## src/rtl/ee3w_pkg.sv

```systemverilog
package ee3w_pkg;
  localparam int DATA_W = 8;
  localparam int CNT_W  = 4;

  typedef enum logic [2:0] {
    ST_IDLE,
    ST_LOW,
    ST_HIGH,
    ST_WAIT,
    ST_FIN
  } seq_state_e;

  typedef struct packed {
    logic             wfr;
    logic             hiz;
    logic             rd;
    logic [CNT_W-1:0] cnt;
  } cmd_t;
endpackage

```

## src/rtl/ee3w_tick.sv

```systemverilog
module ee3w_tick #(
  parameter int HALF = 50
) (
  input  logic clk_i,
  input  logic rst_ni,
  input  logic run_i,
  output logic tick_o
);
  localparam int W = (HALF > 1) ? $clog2(HALF) : 1;

  logic [W-1:0] cnt_q;

  assign tick_o = run_i && (cnt_q == W'(HALF - 1));

  always_ff @(posedge clk_i or negedge rst_ni) begin
    if (!rst_ni)      cnt_q <= '0;
    else if (!run_i)  cnt_q <= '0;
    else if (tick_o)  cnt_q <= '0;
    else              cnt_q <= cnt_q + 1'b1;
  end
endmodule

```

## src/rtl/ee3w_sync.sv

```systemverilog
module ee3w_sync #(
  parameter int STAGES = 2
) (
  input  logic clk_i,
  input  logic rst_ni,
  input  logic d_i,
  output logic q_o,
  output logic rise_o
);
  logic [STAGES-1:0] sr_q;
  logic              prev_q;

  always_ff @(posedge clk_i or negedge rst_ni) begin
    if (!rst_ni) begin
      sr_q   <= '0;
      prev_q <= 1'b0;
    end else begin
      sr_q   <= {sr_q[STAGES-2:0], d_i};
      prev_q <= sr_q[STAGES-1];
    end
  end

  assign q_o    = sr_q[STAGES-1];
  assign rise_o = sr_q[STAGES-1] & ~prev_q;
endmodule

```

## src/rtl/ee3w_datareg.sv

```systemverilog
module ee3w_datareg #(
  parameter int W  = 8,
  parameter int CW = 4
) (
  input  logic          clk_i,
  input  logic          rst_ni,
  input  logic          load_i,
  input  logic [W-1:0]  load_val_i,
  input  logic          shl_i,
  input  logic          shin_i,
  input  logic          bit_i,
  input  logic [CW-1:0] len_i,
  output logic [W-1:0]  q_o
);
  logic [W:0]   mask_full;
  logic [W-1:0] mask;
  logic [W-1:0] q_q;

  // field of len_i low bits receives the incoming stream
  assign mask_full = ((W+1)'(1) << len_i) - (W+1)'(1);
  assign mask      = mask_full[W-1:0];

  always_ff @(posedge clk_i or negedge rst_ni) begin
    if (!rst_ni)     q_q <= '0;
    else if (load_i) q_q <= load_val_i;
    else if (shl_i)  q_q <= {q_q[W-2:0], 1'b0};
    else if (shin_i) q_q <= (q_q & ~mask) | ({q_q[W-2:0], bit_i} & mask);
  end

  assign q_o = q_q;
endmodule

```

## src/rtl/ee3w_seq.sv

```systemverilog
module ee3w_seq
  import ee3w_pkg::*;
#(
  parameter int MAX_BITS = 8
) (
  input  logic clk_i,
  input  logic rst_ni,
  input  logic start_i,
  input  cmd_t cmd_i,
  input  logic tick_i,
  input  logic sd_rise_i,
  output cmd_t cmd_o,
  output logic busy_o,
  output logic sck_o,
  output logic oe_o,
  output logic shl_o,
  output logic shin_o,
  output logic run_o
);
  seq_state_e       state_q;
  cmd_t             cmd_q;
  logic [CNT_W-1:0] bits_q;
  logic             sck_q, oe_q, busy_q;
  logic [CNT_W-1:0] cnt_clamped;
  logic             last_bit;

  assign cnt_clamped = (cmd_i.cnt > CNT_W'(MAX_BITS)) ? CNT_W'(MAX_BITS) : cmd_i.cnt;
  assign last_bit    = (bits_q == cmd_q.cnt);

  assign run_o  = (state_q == ST_LOW) || (state_q == ST_HIGH);
  assign shin_o = (state_q == ST_LOW)  && tick_i &&  cmd_q.rd;
  assign shl_o  = (state_q == ST_HIGH) && tick_i && !cmd_q.rd;

  always_ff @(posedge clk_i or negedge rst_ni) begin
    if (!rst_ni) begin
      state_q <= ST_IDLE;
      cmd_q   <= '0;
      bits_q  <= '0;
      sck_q   <= 1'b0;
      oe_q    <= 1'b1;
      busy_q  <= 1'b0;
    end else begin
      unique case (state_q)
        ST_IDLE: if (start_i) begin
          cmd_q     <= cmd_i;
          cmd_q.cnt <= cnt_clamped;
          bits_q    <= '0;
          busy_q    <= 1'b1;
          if (cnt_clamped == '0) begin
            oe_q    <= ~cmd_i.hiz;
            state_q <= (cmd_i.wfr && cmd_i.hiz) ? ST_WAIT : ST_FIN;
          end else begin
            oe_q    <= ~cmd_i.rd;
            state_q <= ST_LOW;
          end
        end
        ST_LOW: if (tick_i) begin
          sck_q   <= 1'b1;
          bits_q  <= bits_q + 1'b1;
          state_q <= ST_HIGH;
        end
        ST_HIGH: begin
          // release one cycle after the final rising edge
          if (last_bit && cmd_q.hiz) oe_q <= 1'b0;
          if (tick_i) begin
            sck_q <= 1'b0;
            if (last_bit) begin
              oe_q    <= ~cmd_q.hiz;
              state_q <= (cmd_q.wfr && cmd_q.hiz) ? ST_WAIT : ST_FIN;
            end else begin
              state_q <= ST_LOW;
            end
          end
        end
        ST_WAIT: if (sd_rise_i) state_q <= ST_FIN;
        ST_FIN: begin
          busy_q  <= 1'b0;
          state_q <= ST_IDLE;
        end
        default: state_q <= ST_IDLE;
      endcase
    end
  end

  assign cmd_o  = cmd_q;
  assign busy_o = busy_q;
  assign sck_o  = sck_q;
  assign oe_o   = oe_q;

  assert_sck_idle_R3: assert property (@(posedge clk_i) disable iff (!rst_ni)
    !busy_q |-> !sck_q);

  assert_hiz_release_R7: assert property (@(posedge clk_i) disable iff (!rst_ni)
    (state_q == ST_HIGH && last_bit && cmd_q.hiz) |=> !oe_q);

  assert_wfr_hold_R9: assert property (@(posedge clk_i) disable iff (!rst_ni)
    (state_q == ST_WAIT && !sd_rise_i) |=> busy_q);

  assert_write_driven_R4: assert property (@(posedge clk_i) disable iff (!rst_ni)
    ($rose(sck_q) && !cmd_q.rd) |-> $past(oe_q));
endmodule

```

## src/rtl/ee3w_engine.sv

```systemverilog
module ee3w_engine
  import ee3w_pkg::*;
#(
  parameter int CLK_HZ   = 50_000_000,
  parameter int SCK_HZ   = 500_000,
  parameter int MAX_BITS = 8
) (
  input  logic              clk_i,
  input  logic              rst_ni,
  input  logic              ctrl_we_i,
  input  logic [DATA_W-1:0] ctrl_wdata_i,
  input  logic              data_we_i,
  input  logic [DATA_W-1:0] data_wdata_i,
  output logic [DATA_W-1:0] ctrl_rdata_o,
  output logic [DATA_W-1:0] data_rdata_o,
  output logic              busy_o,
  output logic              irq_o,
  output logic              sck_o,
  output logic              sd_o,
  output logic              sd_oe_o,
  input  logic              sd_i
);
  localparam int HALF = (CLK_HZ / (2 * SCK_HZ) > 0) ? CLK_HZ / (2 * SCK_HZ) : 1;

  cmd_t              cmd_in, cmd_cur;
  logic              busy, start, tick, run, shl, shin;
  logic              sd_sync, sd_rise, busy_prev_q;
  logic [DATA_W-1:0] data_q;

  assign cmd_in.wfr = ctrl_wdata_i[7];
  assign cmd_in.hiz = ctrl_wdata_i[5];
  assign cmd_in.rd  = ctrl_wdata_i[4];
  assign cmd_in.cnt = ctrl_wdata_i[3:0];
  assign start      = ctrl_we_i & ~busy;

  ee3w_tick #(.HALF(HALF)) u_tick (
    .clk_i (clk_i),
    .rst_ni(rst_ni),
    .run_i (run),
    .tick_o(tick)
  );

  ee3w_sync #(.STAGES(2)) u_sync (
    .clk_i (clk_i),
    .rst_ni(rst_ni),
    .d_i   (sd_i),
    .q_o   (sd_sync),
    .rise_o(sd_rise)
  );

  ee3w_seq #(.MAX_BITS(MAX_BITS)) u_seq (
    .clk_i    (clk_i),
    .rst_ni   (rst_ni),
    .start_i  (start),
    .cmd_i    (cmd_in),
    .tick_i   (tick),
    .sd_rise_i(sd_rise),
    .cmd_o    (cmd_cur),
    .busy_o   (busy),
    .sck_o    (sck_o),
    .oe_o     (sd_oe_o),
    .shl_o    (shl),
    .shin_o   (shin),
    .run_o    (run)
  );

  ee3w_datareg #(.W(DATA_W), .CW(CNT_W)) u_data (
    .clk_i     (clk_i),
    .rst_ni    (rst_ni),
    .load_i    (data_we_i & ~busy),
    .load_val_i(data_wdata_i),
    .shl_i     (shl),
    .shin_i    (shin),
    .bit_i     (sd_sync),
    .len_i     (cmd_cur.cnt),
    .q_o       (data_q)
  );

  always_ff @(posedge clk_i or negedge rst_ni) begin
    if (!rst_ni) busy_prev_q <= 1'b0;
    else         busy_prev_q <= busy;
  end

  assign irq_o        = busy_prev_q & ~busy;
  assign busy_o       = busy;
  assign sd_o         = data_q[DATA_W-1];
  assign data_rdata_o = data_q;
  assign ctrl_rdata_o = {cmd_cur.wfr, busy, cmd_cur.hiz, cmd_cur.rd, cmd_cur.cnt};

  // checker: rising serial clock edges per command
  logic             sck_prev_q;
  logic [CNT_W:0]   pulse_cnt_q;
  always_ff @(posedge clk_i or negedge rst_ni) begin
    if (!rst_ni) begin
      sck_prev_q  <= 1'b0;
      pulse_cnt_q <= '0;
    end else begin
      sck_prev_q <= sck_o;
      if (start)                    pulse_cnt_q <= '0;
      else if (sck_o && !sck_prev_q) pulse_cnt_q <= pulse_cnt_q + 1'b1;
    end
  end

  assert_pulse_count_R2: assert property (@(posedge clk_i) disable iff (!rst_ni)
    $fell(busy) |-> (pulse_cnt_q == {1'b0, cmd_cur.cnt}));

  assert_irq_single_R8: assert property (@(posedge clk_i) disable iff (!rst_ni)
    irq_o |=> !irq_o);

  assert_cmd_locked_R10: assert property (@(posedge clk_i) disable iff (!rst_ni)
    (busy && ctrl_we_i) |=> $stable(ctrl_rdata_o[5:0] & 6'h3F) || !$past(busy));

  assert_count_bound_R2: assert property (@(posedge clk_i) disable iff (!rst_ni)
    cmd_cur.cnt <= CNT_W'(MAX_BITS));
endmodule

```

## config.mk

```make
export PLATFORM = sky130hd
export DESIGN_NAME = ee3w_engine
export DESIGN_NICKNAME = d
export VERILOG_FILES = /design/src/rtl/ee3w_pkg.sv /design/src/rtl/ee3w_tick.sv /design/src/rtl/ee3w_sync.sv /design/src/rtl/ee3w_datareg.sv /design/src/rtl/ee3w_seq.sv /design/src/rtl/ee3w_engine.sv
export SDC_FILE = /design/constraint.sdc
export NUM_CORES = 1
export LEC_CHECK = 0
export ABC_AREA = 1
export CORE_MARGIN = 2
export CORE_UTILIZATION = 39
export CTS_CLUSTER_SIZE = 10
export DETAILED_ROUTE_END_ITERATION = 10
export PLACE_DENSITY_LB_ADDON = 0.12
export SLEW_MARGIN = 30
export SYNTH_ARGS = -nofsm -noshare
export SYNTH_HDL_FRONTEND = slang
export SYNTH_SLANG_ARGS = --single-unit
```

## constraint.sdc

```tcl
create_clock -name clk_i -period 1.91 [get_ports clk_i]
set_input_delay 0.573 -clock clk_i [delete_from_list [all_inputs] [get_ports clk_i]]
set_output_delay 0.573 -clock clk_i [all_outputs]
set_load 0.01 [all_outputs]
```

==> reports/qor.csv <==
stage,metric,value,unit
clock_tree,path_clk_slew,0.07,ns
clock_tree,clock-root-buffer,clkbuf_8,
global_route,grt_pass1_wl,8.42,mm
layout,nets,371,
power,p_switching,0.000294,W
place,dp_hpwl,3.64,mm
global_route,grt_overflow,0,
routing,wl,4.79,mm
routing,remaining_drc_errors,0,
synthesis,synth-xor-area-share,1.27,%
timing,finClkSkew,0.00465,ns
timing,worst_slew_pin_slew,0.243,ns
place,dpl_worst_slack,0.0912,ns
setup_path,cp-end-kind,output port,
power,combPwrFrac,5.3,%
die,die_w,76.8,um
clock_tree,clockBufferDepth,2,
clock_tree,clk_latency,0.28,ns
power,leakagePower,1.37,nW
clock_tree,clkSinkCount,35,
timing,post-route-period-util,95.6,%
synthesis,synth_area,2070,um^2
global_route,antenna_found_initial,0,
setup_path,slowest_delay,0.55,ns
synthesis,synth-simple-area-share,39.1,%
clock_tree,cts-hold-fix-buffers,0,
clock_tree,cts_buffers,5,
outcome,status,finished clean,
setup_path,start_kind,flip-flop,
timing,finalWorstSetupSlack,0.0835,ns
power,p_sw_share,21.9,%
setup_path,path_delay_family,buffers and inverters,
routing,wl_per_cell,11.5,um
setup_path,worst-endpoint-required,1.34,ns
global_route,grt_usage,17.5,%
timing,finalSetupViolCount,0,
global_route,grt_max_degree,36,
timing,max-slew-margin-rel,83.6,%
die,core,5110,um^2
synthesis,synthesis.nets,319,
power,p_int,0.00104,W
layout,diodes,0,
timing,period_minus_slack,1.83,ns
die,die-area,5900,um^2
die,initial_core_util,40.5,%
power,vdd_drop_max,243,uV
timing,hold_viol,0,
synthesis,synth_fa_ha_area_share,2.42,%
clock_tree,h-tree-depth,2,
setup_path,cpMaxStageDelayCell,clkdlybuf4s50_1,
timing,slew_viol_final,0,
synthesis,synth-edff-count,0,
synthesis,yosys.area.top_type,dfrtp_1,
synthesis,ys_warn_count,0,
routing,drt_pass1_iterations,4,
power,power.density,498,nW/um^2
synthesis,synth_top_family_by_area,simple AND/OR/NAND/NOR gates,
timing,tns,0,ns
min_path,hold_path.class,reg2reg,
power,pwr-share-seq,55.7,%
clock_tree,cts_tree,yes,
synthesis,yosysSeqAreaShare,42.4,%
synthesis,synthesis.instances,294,
routing,avgViaCountPerCell,4.74,
timing,fmax,547,MHz
timing,rsz0062_at_grt,false,
synthesis,avgSynthCellArea,7.03,um^2
layout,drive_above_1_share,11.0,%
global_route,grt_pass1_vias,1846,
synthesis,yosysMostFrequentCell,nand2_1,
die,rows,26,
synthesis,muxShareOfSynthArea,0,%
job,cap_violations,0,
setup_path,crit_arrival,1.25,ns
synthesis,synth_top_area_share,41.2,%
setup_path,worstSetupPathType,reg2out,
synthesis,synth_compound_area_share,6.42,%
routing,drt_iter0_drc,73,
synthesis,ys_seq_elements,35,
layout,syn2layout_area_growth,30.1,%
synthesis,synth_cell_type_count,32,
place,placed_cell_area,2580,um^2
setup_path,worstPathCellList,clkdlybuf4s50_1,
place,finalWeightedCongestion,0.819,
routing,antenna_left,0,
place,portBuffers,40,
synthesis,synthArstFlopShare,100,%
setup_path,critPathMaxFanout,5,
synthesis,synthTopCellsByArea,"dfrtp_1 41%, nand2_1 20%, nand3_1 7.3%",
die,ios,42,
power,pwr-share-clk,39.0,%
synthesis,synthTopCellsByCount,"111 x nand2_1, 34 x dfrtp_1, 30 x nand3_1",
synthesis,ys.flop_type,dfrtp_1,
die,die_h,76.8,um
routing,via_count,1976,
setup_path,worst-path-buf-inv,1,
layout,postLayoutCellArea,2690,um^2
==> cell usage in the layout (no fill, tap or decap) <==
cell type / instances
nor2_4: 2
inv_2: 9
a31oi_1: 1
xor2_1: 2
nor3b_1: 1
clkbuf_1: 3
o21ai_1: 2
a21oi_1: 5
dfstp_2: 1
nand4_1: 2
buf_12: 1
clkbuf_8: 5
nand3_1: 30
dfrtp_2: 5
nor2_1: 28
nor3_2: 1
o21ai_0: 10
clkinv_1: 3
clkdlybuf4s50_1: 38
nand2_1: 111
nand3_4: 1
xnor2_1: 1
nand2b_1: 1
inv_1: 26
nor3_1: 3
dfrtp_1: 29
o22ai_1: 3
nand3_2: 2
buf_4: 8
or2_1: 1
ha_1: 4
o21bai_1: 1
dlygate4sd2_1: 2
a21boi_0: 1
o21a_1: 1
nand2_2: 3
==> power by group through the flow <==
stage | combinational (W) | sequential [W] | clock [W]
2_1_floorplan | 0.00000892 | 0.000759 | 0
3_3_place_gp | 0.0000725 | 0.000759 | 0
3_5_place_dp | 0.0000725 | 0.000759 | 0
4_1_cts | 0.0000729 | 0.000745 | 0.000537
5_1_grt | 0.0000791 | 0.000745 | 0.000572
6_report | 0.0000710 | 0.000745 | 0.000523
==> cell type report <==
type                       instances  area, um^2
tap                               70        87.6
inverter                          38         143
multi-input combinational        217        1020
clock buffer                       8        80.1
sequential                        35         883
fill                             536        2420
timing repair buffer              49         478
==> what timing repair did <==
action | in CTS | in global routing
buffers inserted | 0 | 3
endpoints found under the setup margin | 3 | 4
gates resized for setup | 4 | 3
==> path summary, 6_finish.rpt <==
check	endpoint	depth (start not counted)	from	slack (ns)
setup / recovery	ctrl_rdata_o[6]	1	u_seq.busy_o	0.08
hold / removal	u_sync.sr_q[1]	0	u_sync.sr_q[0]	0.35
setup reg to reg	flip-flop	9	u_seq.cmd_o[3]	0.20
hold reg to reg	u_sync.sr_q[1]	0	u_sync.sr_q[0]	0.35
max in group asynchronous	asynchronous set/reset pin	2	rst_ni	1.00
min in group asynchronous	u_tick.cnt_q[2]	2	rst_ni	0.65
==> through the flow <==
stage               instances  hold WS [ns]  total power, W  util (%)
detailed placement        406         0.336        0.000832      50.6
global route              417         0.373         0.00140      52.6
CTS                       414         0.352         0.00136      52.1
floorplan                 294         0.277        0.000768         -
finish                    417         0.350         0.00134      52.6
global placement          406         0.332        0.000832      50.6
==> layer usage <==
metal  part of all wire [%]  GRT usage (%)  vias to the layer above
met5                      0              0                        -
met4                    1.6           6.36                        0
met3                    4.5           4.12                        4
met2                     46           28.2                       41
met1                     47           22.9                      906
li1                       -              -                     1025
==> cells by family (layout without fill, tap and decap cells) <==
group | Yosys count | count (layout)
AOI/OAI and AO/OA | 24 | 24
xor gates and xnor gates | 3 | 3
DFF | 35 | 35
and+or+nand+nor | 186 | 186
buffers and inverters | 42 | 95
adders and majority gates | 4 | 4
Note: power is estimated with default switching activity, not from simulation.
